File: src/rtl/cfg_seq_pkg.sv
package cfg_seq_pkg;

    localparam int REG_W    = 32;
    localparam int OFS_STAT = 0;
    localparam int OFS_CTL  = 4;
    localparam logic [REG_W-1:0] CTL_MASK = 32'h0000_03C7;

    typedef enum logic [2:0] {
        PH_PWRUP   = 3'd0,
        PH_RESET   = 3'd1,
        PH_CONFIG  = 3'd2,
        PH_INIT    = 3'd3,
        PH_USER    = 3'd4,
        PH_UNKNOWN = 3'd5
    } phase_e;

    typedef struct packed {
        logic       wide;
        logic       xfer_en;
        logic [1:0] ratio;
        logic       hold_rst;
        logic       nce;
        logic       enable;
    } ctl_s;

    typedef struct packed {
        logic       ncfg_n;
        logic       nce_n;
        logic       xfer_en;
        logic [1:0] ratio;
        logic       wide;
    } drive_s;

    function automatic ctl_s ctl_unpack(input logic [REG_W-1:0] w);
        ctl_s c;
        c.enable   = w[0];
        c.nce      = w[1];
        c.hold_rst = w[2];
        c.ratio    = w[7:6];
        c.xfer_en  = w[8];
        c.wide     = w[9];
        return c;
    endfunction

    function automatic logic [REG_W-1:0] ctl_pack(input ctl_s c);
        logic [REG_W-1:0] w;
        w      = '0;
        w[0]   = c.enable;
        w[1]   = c.nce;
        w[2]   = c.hold_rst;
        w[7:6] = c.ratio;
        w[8]   = c.xfer_en;
        w[9]   = c.wide;
        return w;
    endfunction

    function automatic drive_s drive_of(input ctl_s c);
        drive_s d;
        d.ncfg_n  = c.enable ? ~c.hold_rst : 1'b1;
        d.nce_n   = c.enable ? c.nce : 1'b1;
        d.xfer_en = c.enable & c.xfer_en;
        d.ratio   = c.enable ? c.ratio : 2'b00;
        d.wide    = c.enable & c.wide;
        return d;
    endfunction

endpackage

File: src/rtl/cfg_seq_sync.sv
module cfg_seq_sync #(
    parameter int WIDTH  = 5,
    parameter int STAGES = 2
) (
    input  logic             clk,
    input  logic             rst,
    input  logic [WIDTH-1:0] din,
    output logic [WIDTH-1:0] dout
);
    logic [WIDTH-1:0] stage_q [STAGES];

    for (genvar g = 0; g < STAGES; g++) begin : g_stage
        always_ff @(posedge clk) begin
            if (rst) begin
                stage_q[g] <= '0;
            end else if (g == 0) begin
                stage_q[g] <= din;
            end else begin
                stage_q[g] <= stage_q[(g == 0) ? 0 : g-1];
            end
        end
    end

    assign dout = stage_q[STAGES-1];
endmodule

File: src/rtl/cfg_seq_regs.sv
module cfg_seq_regs
    import cfg_seq_pkg::*;
#(
    parameter int ADDR_W = 4
) (
    input  logic              clk,
    input  logic              rst,
    input  logic              wr_valid,
    output logic              wr_ready,
    input  logic [ADDR_W-1:0] wr_addr,
    input  logic [REG_W-1:0]  wr_data,
    input  logic              rd_valid,
    input  logic [ADDR_W-1:0] rd_addr,
    input  logic [REG_W-1:0]  stat_word,
    output ctl_s              ctl,
    output logic [REG_W-1:0]  rd_data
);
    ctl_s             ctl_q;
    logic [REG_W-1:0] rd_q;
    logic [REG_W-1:0] rd_mux;

    assign wr_ready = 1'b1;
    assign ctl      = ctl_q;
    assign rd_data  = rd_q;

    always_comb begin
        if (rd_addr == ADDR_W'(OFS_STAT))     rd_mux = stat_word;
        else if (rd_addr == ADDR_W'(OFS_CTL)) rd_mux = ctl_pack(ctl_q);
        else                                  rd_mux = '0;
    end

    always_ff @(posedge clk) begin
        if (rst) begin
            ctl_q <= '0;
            rd_q  <= '0;
        end else begin
            if (wr_valid && wr_ready && wr_addr == ADDR_W'(OFS_CTL))
                ctl_q <= ctl_unpack(wr_data);
            if (rd_valid)
                rd_q <= rd_mux;
        end
    end
endmodule

File: src/rtl/cfg_seq_fsm.sv
module cfg_seq_fsm
    import cfg_seq_pkg::*;
#(
    parameter int EXTRA_CLKS = 4
) (
    input  logic   clk,
    input  logic   rst,
    input  ctl_s   ctl,
    input  logic   tgt_done,
    input  logic   tgt_status,
    output phase_e phase,
    output logic   xclk_en
);
    localparam int CNT_W = $clog2(EXTRA_CLKS + 1);

    phase_e     phase_q;
    logic       armed_q;
    logic       ok_q;
    logic [CNT_W-1:0] cnt_q;

    assign phase   = phase_q;
    assign xclk_en = ctl.enable && (phase_q == PH_INIT);

    always_ff @(posedge clk) begin
        if (rst) begin
            phase_q <= PH_PWRUP;
            armed_q <= 1'b0;
            ok_q    <= 1'b0;
            cnt_q   <= '0;
        end else if (ctl.enable) begin
            if (ctl.hold_rst) begin
                phase_q <= PH_RESET;
                armed_q <= 1'b1;
                ok_q    <= 1'b0;
                cnt_q   <= '0;
            end else begin
                case (phase_q)
                    PH_PWRUP, PH_USER: ;
                    PH_RESET: begin
                        if (armed_q) begin
                            phase_q <= PH_CONFIG;
                            armed_q <= 1'b0;
                            ok_q    <= 1'b0;
                        end
                    end
                    PH_CONFIG: begin
                        if (!tgt_status) begin
                            phase_q <= PH_RESET;
                        end else begin
                            if (tgt_done) ok_q <= 1'b1;
                            if ((ok_q || tgt_done) && !ctl.xfer_en) begin
                                phase_q <= PH_INIT;
                                cnt_q   <= '0;
                            end
                        end
                    end
                    PH_INIT: begin
                        if (cnt_q == CNT_W'(EXTRA_CLKS - 1)) phase_q <= PH_USER;
                        else                                 cnt_q   <= cnt_q + 1'b1;
                    end
                    default: phase_q <= PH_UNKNOWN;
                endcase
            end
        end
    end
endmodule

File: src/rtl/cfg_seq_ctrl.sv
module cfg_seq_ctrl
    import cfg_seq_pkg::*;
#(
    parameter int ADDR_W      = 4,
    parameter int MSEL_W      = 5,
    parameter int SYNC_STAGES = 2,
    parameter int EXTRA_CLKS  = 4
) (
    input  logic              clk,
    input  logic              rst,
    input  logic              wr_valid,
    output logic              wr_ready,
    input  logic [ADDR_W-1:0] wr_addr,
    input  logic [31:0]       wr_data,
    input  logic              rd_valid,
    input  logic [ADDR_W-1:0] rd_addr,
    output logic [31:0]       rd_data,
    input  logic [MSEL_W-1:0] mode_pins,
    input  logic              tgt_done,
    input  logic              tgt_status,
    output logic              tgt_ncfg_n,
    output logic              tgt_nce_n,
    output logic              tgt_xfer_en,
    output logic [1:0]        tgt_ratio,
    output logic              tgt_wide,
    output logic              tgt_xclk_en
);
    localparam int PAD_W = REG_W - MSEL_W - 3;

    ctl_s              ctl_q;
    phase_e            phase_q;
    drive_s            drv;
    logic [MSEL_W-1:0] msel_q;
    logic [REG_W-1:0]  stat_word;

    cfg_seq_sync #(.WIDTH(MSEL_W), .STAGES(SYNC_STAGES)) i_sync (
        .clk(clk), .rst(rst), .din(mode_pins), .dout(msel_q)
    );

    cfg_seq_regs #(.ADDR_W(ADDR_W)) i_regs (
        .clk(clk), .rst(rst),
        .wr_valid(wr_valid), .wr_ready(wr_ready), .wr_addr(wr_addr), .wr_data(wr_data),
        .rd_valid(rd_valid), .rd_addr(rd_addr), .stat_word(stat_word),
        .ctl(ctl_q), .rd_data(rd_data)
    );

    cfg_seq_fsm #(.EXTRA_CLKS(EXTRA_CLKS)) i_fsm (
        .clk(clk), .rst(rst), .ctl(ctl_q),
        .tgt_done(tgt_done), .tgt_status(tgt_status),
        .phase(phase_q), .xclk_en(tgt_xclk_en)
    );

    assign stat_word   = {{PAD_W{1'b0}}, msel_q, phase_q};
    assign drv         = drive_of(ctl_q);
    assign tgt_ncfg_n  = drv.ncfg_n;
    assign tgt_nce_n   = drv.nce_n;
    assign tgt_xfer_en = drv.xfer_en;
    assign tgt_ratio   = drv.ratio;
    assign tgt_wide    = drv.wide;
endmodule

File: config.mk
export PLATFORM = sky130hd
export DESIGN_NAME = cfg_seq_ctrl
export DESIGN_NICKNAME = d
export VERILOG_FILES = /design/src/rtl/cfg_seq_pkg.sv /design/src/rtl/cfg_seq_sync.sv /design/src/rtl/cfg_seq_regs.sv /design/src/rtl/cfg_seq_fsm.sv /design/src/rtl/cfg_seq_ctrl.sv
export SDC_FILE = /design/constraint.sdc
export NUM_CORES = 1
export LEC_CHECK = 0
export BUFFER_PORTS_ARGS = -buffer_cell sky130_fd_sc_hd__buf_2
export CAP_MARGIN = 20
export CORE_UTILIZATION = 40
export CTS_CLUSTER_SIZE = 24
export DETAILED_ROUTE_END_ITERATION = 16
export MAX_ROUTING_LAYER = met4
export PLACE_DENSITY = 0.75
export SETUP_SLACK_MARGIN = 0.5
export SLEW_MARGIN = 20
export SYNTH_ARGS = -nofsm -noshare
export SYNTH_HDL_FRONTEND = slang
export SYNTH_SLANG_ARGS = --single-unit
File: constraint.sdc
create_clock -name clk -period 1.6 [get_ports clk]
set_clock_uncertainty 0.05 [all_clocks]
set_input_delay 0.16 -clock clk [delete_from_list [all_inputs] [get_ports clk]]
set_output_delay 0.16 -clock clk [all_outputs]
set_load 0.005 [all_outputs]
==> results.yml <==
drt:
  vias_per_cell: 5.000
  routed_wl_mm: 3.902
  postRouteAntennaNets: 0
  firstDrtPassIters: 5
  num_vias: 1470
  wl_per_cell_microns: 13.27
  drc_errors: 0
  drt_iter0_markers: 66
cts:
  cts_tree: "built"
  clk_latency_ns: 0.28
  clkSlewWorstSetupHoldPaths_ns: 0.07
  cts_max_level: 2
  cts_buffers: 5
  clock_sinks: 35
  cts_buffer_depth: 2
  ctsRootBufferMaster: "clkbuf_8"
cells_and_area:
  antenna_cells: 0
  final_common_cell: "buf_2"
  drive_above_1_share_pct: 43.44
  syn_to_final_growth_pct: 35.39
  multiInputGateArea_sq_um: 991.0
  layoutNonFillerInstCount: 294
  fin_nets: 296
  layout_common_cells: "37 x buf_2, 28 x dfxtp_1, 23 x conb_1"
  nFillCells: 346
  register_area_sq_um: 716.9
global_routing:
  track_usage_pct: 17.54
  grt_pass1_wl_mm: 5.761
  overflow: 0
  antenna_found_initial: 0
  grt_start_max_net_pins: 33
  grt_pass1_vias: 1282
power_and_ir_drop:
  finalPower_uw: 1646
  pwr_density_cell_nw_per_um2: 706.1
  ir_drop_v: 0.0006205
  leakagePower_uw: 0.0009928
worst_setup_path:
  path_class: "reg -> reg"
  end_kind: "flop"
  timing.rr.start: "i_fsm.cnt_q[0]"
  critPathLaunchType: "flop"
  critPathMaxStageDelay_ns: 0.34
  cp_max_fo: 3
  required_ns: 1.73
  timing.rr.end: "i_fsm.cnt_q[1]"
  path_buf_inv: 0
  cpMostUsedCell: "ha_4"
  critPathTopFamily: "compound AO/OA/AOI/OAI gates"
  path_depth: 5
  reg2regPathDepth: 5
  rrSetupSlack_ns: -0.11
  cp_slowest_cell: "dfxtp_2"
  cp.arrival_ns: 1.84
  path_cells: "ha_4 > ha_4 > a2111oi_4 > o211a_1 > mux2_4"
  cp-startpoint: "i_fsm.cnt_q[0]"
timing:
  setup_ws_ns: -0.1134
  slew_headroom_pct: 65.22
  min_period_over_period_pct: 107.1
  slew_violations: 0
  fin_crit_ns: 1.713
  setup_viol: 5
  max_freq_mhz: 583.6
  rsz0062_at_grt: "yes"
  worst_slew_pin_slew_ns: 0.5194
  finalSetupTns_ns: -0.4531
  hold_viol: 0
floorplanning:
  rows: 23
  dieArea_sq_um: 4570
  initial_core_util_pct: 42.43
  ios: 91
  die_width_microns: 67.61
  die_y_microns: 67.61
  coreArea_sq_um: 4058
synth:
  seq_area_frac_synth_pct: 40.70
  yosys_most_used_dff: "dfxtp_1"
  synth_area_sq_um: 1722
  ys_seq_elements: 35
  syn_inst: 181
  synth_edf_count: 0
  synthArstFlopShare_pct: 0
  avgSynthCellArea_sq_um: 9.512
  yosysWarnings: 0
  synth_cell_types: 39
hold_path:
  hold_depth: 2
  whs_endpoint: "i_sync.stage_q[0][0]"
  hold_class: "in -> reg"
  min_from: "mode_pins[0]"
placed_design:
  place_ws_ns: -0.1062
  io_buffers: 42
  dp.cells: 271
  dp_hpwl_mm: 2.436
  place_congestion: 0.8013
status:
  violations: "setup timing"
  outcome: "finished with violations"
flow_run:
  max_cap_violations: 0
-- metrics by stage --
step / utilization, % / hold WS [ns] / area, sq um
final: 57.45 / 0.03008 / 2331
after global routing: 57.45 / 0.03303 / 2331
after CTS: 56.09 / 0.02552 / 2276
after detailed placement: 49.58 / 0.3221 / 2012
after global placement: 49.58 / 0.3201 / 2012
after floorplan: - / 0.2382 / 1897
-- logic make-up (layout without fill, tap and decap cells) --
group	count (synthesis)	in the layout	synth area share, %
multiplexers	10	10	6.032
AO/OA/AOI/OAI	32	32	13.66
other	2	23	0.4362
flip-flops	35	35	40.70
AND/OR/NAND/NOR	61	61	22.89
XOR/XNOR	1	1	0.5088
buffers and inverters	38	80	14.32
adder cells (fa/ha/maj)	2	2	1.453
-- repair_timing --
item / CTS / global route
hold endpoints to repair: 0 / 0
endpoints found under the setup margin: 15 / 20
hold buffers: 0 / 0
gates resized for setup: 26 / 6
buffers inserted: 10 / 5
pin swaps: 8 / 9
-- worst max-delay path by stage --
stage / endpoint / slack (ns)
after floorplan: i_fsm.cnt_q[0] / -0.03
after global placement: i_fsm.cnt_q[1] / -0.08
after detailed placement: i_fsm.cnt_q[0] / -0.11
after CTS: i_fsm.cnt_q[1] / -0.12
after global routing: i_fsm.cnt_q[1] / -0.16
final: i_fsm.cnt_q[1] / -0.11
-- worst register-to-register path, delay by kind of cell, from the launching register on --
family / cells / cell delay, ns
muxes: 1 / 0.31
DFF: 1 / 0.34
AOI/OAI and AO/OA: 2 / 0.57
adders and majority gates: 2 / 0.32
-- registers in the layout, summed over array words and instances, names as in the netlist --
register,flops
i_fsm.phase,3
i_fsm.cnt_q,3
i_regs.rd_data,10
i_regs.ctl,7
i_fsm.armed_q,1
i_sync.stage_q,10
i_fsm.ok_q,1
-- layout make-up --
class	count	area share, %
sequential	35	30.76
inverter	4	0.6441
timing repair buffer	68	19.75
clock inverter	2	0.5368
clock buffer	6	3.113
tap	50	2.684
multi-input combinational	129	42.51
-- routing by layer --
metal	global-route usage [%]	wire length [microns]	vias to the layer above
li1	-	-	704
met1	20.55	1615	696
met2	28.09	1946	61
met3	4.054	239	9
met4	8.245	102	0
met5	-	0	-
-- synthesized netlist by cell type, types with 2 or more instances --
| cell | number | area [sq um] |
|---|---|---|
| conb_1 | 2 | 7.510 |
| a41oi_1 | 3 | 26.28 |
| nand2b_1 | 6 | 37.54 |
| and2_1 | 4 | 25.02 |
| buf_4 | 23 | 172.7 |
| nor2_1 | 22 | 82.58 |
| a211oi_1 | 6 | 45.04 |
| nor4_4 | 2 | 42.54 |
| nand2_1 | 2 | 7.510 |
| o21ai_0 | 2 | 10.01 |
| nand3_1 | 5 | 25.02 |
| mux2_1 | 2 | 22.52 |
| mux2i_1 | 7 | 70.07 |
| nor2b_1 | 12 | 75.07 |
| a311oi_1 | 2 | 17.52 |
| nor4b_4 | 2 | 47.55 |
| buf_2 | 2 | 10.01 |
| clkbuf_1 | 7 | 26.28 |
| a21oi_1 | 6 | 30.03 |
| nand3b_1 | 2 | 15.01 |
| buf_6 | 2 | 22.52 |
| a22oi_1 | 5 | 37.54 |
| inv_1 | 4 | 15.01 |
| ha_1 | 2 | 25.02 |
| dfxtp_1 | 35 | 700.7 |
-- where the power goes --
group | internal [uW] | switching, uW
Sequential | 886 | 8.38
Combinational | 59.0 | 74.6
Clock | 304 | 314
Note: power is estimated with default switching activity, not from simulation.
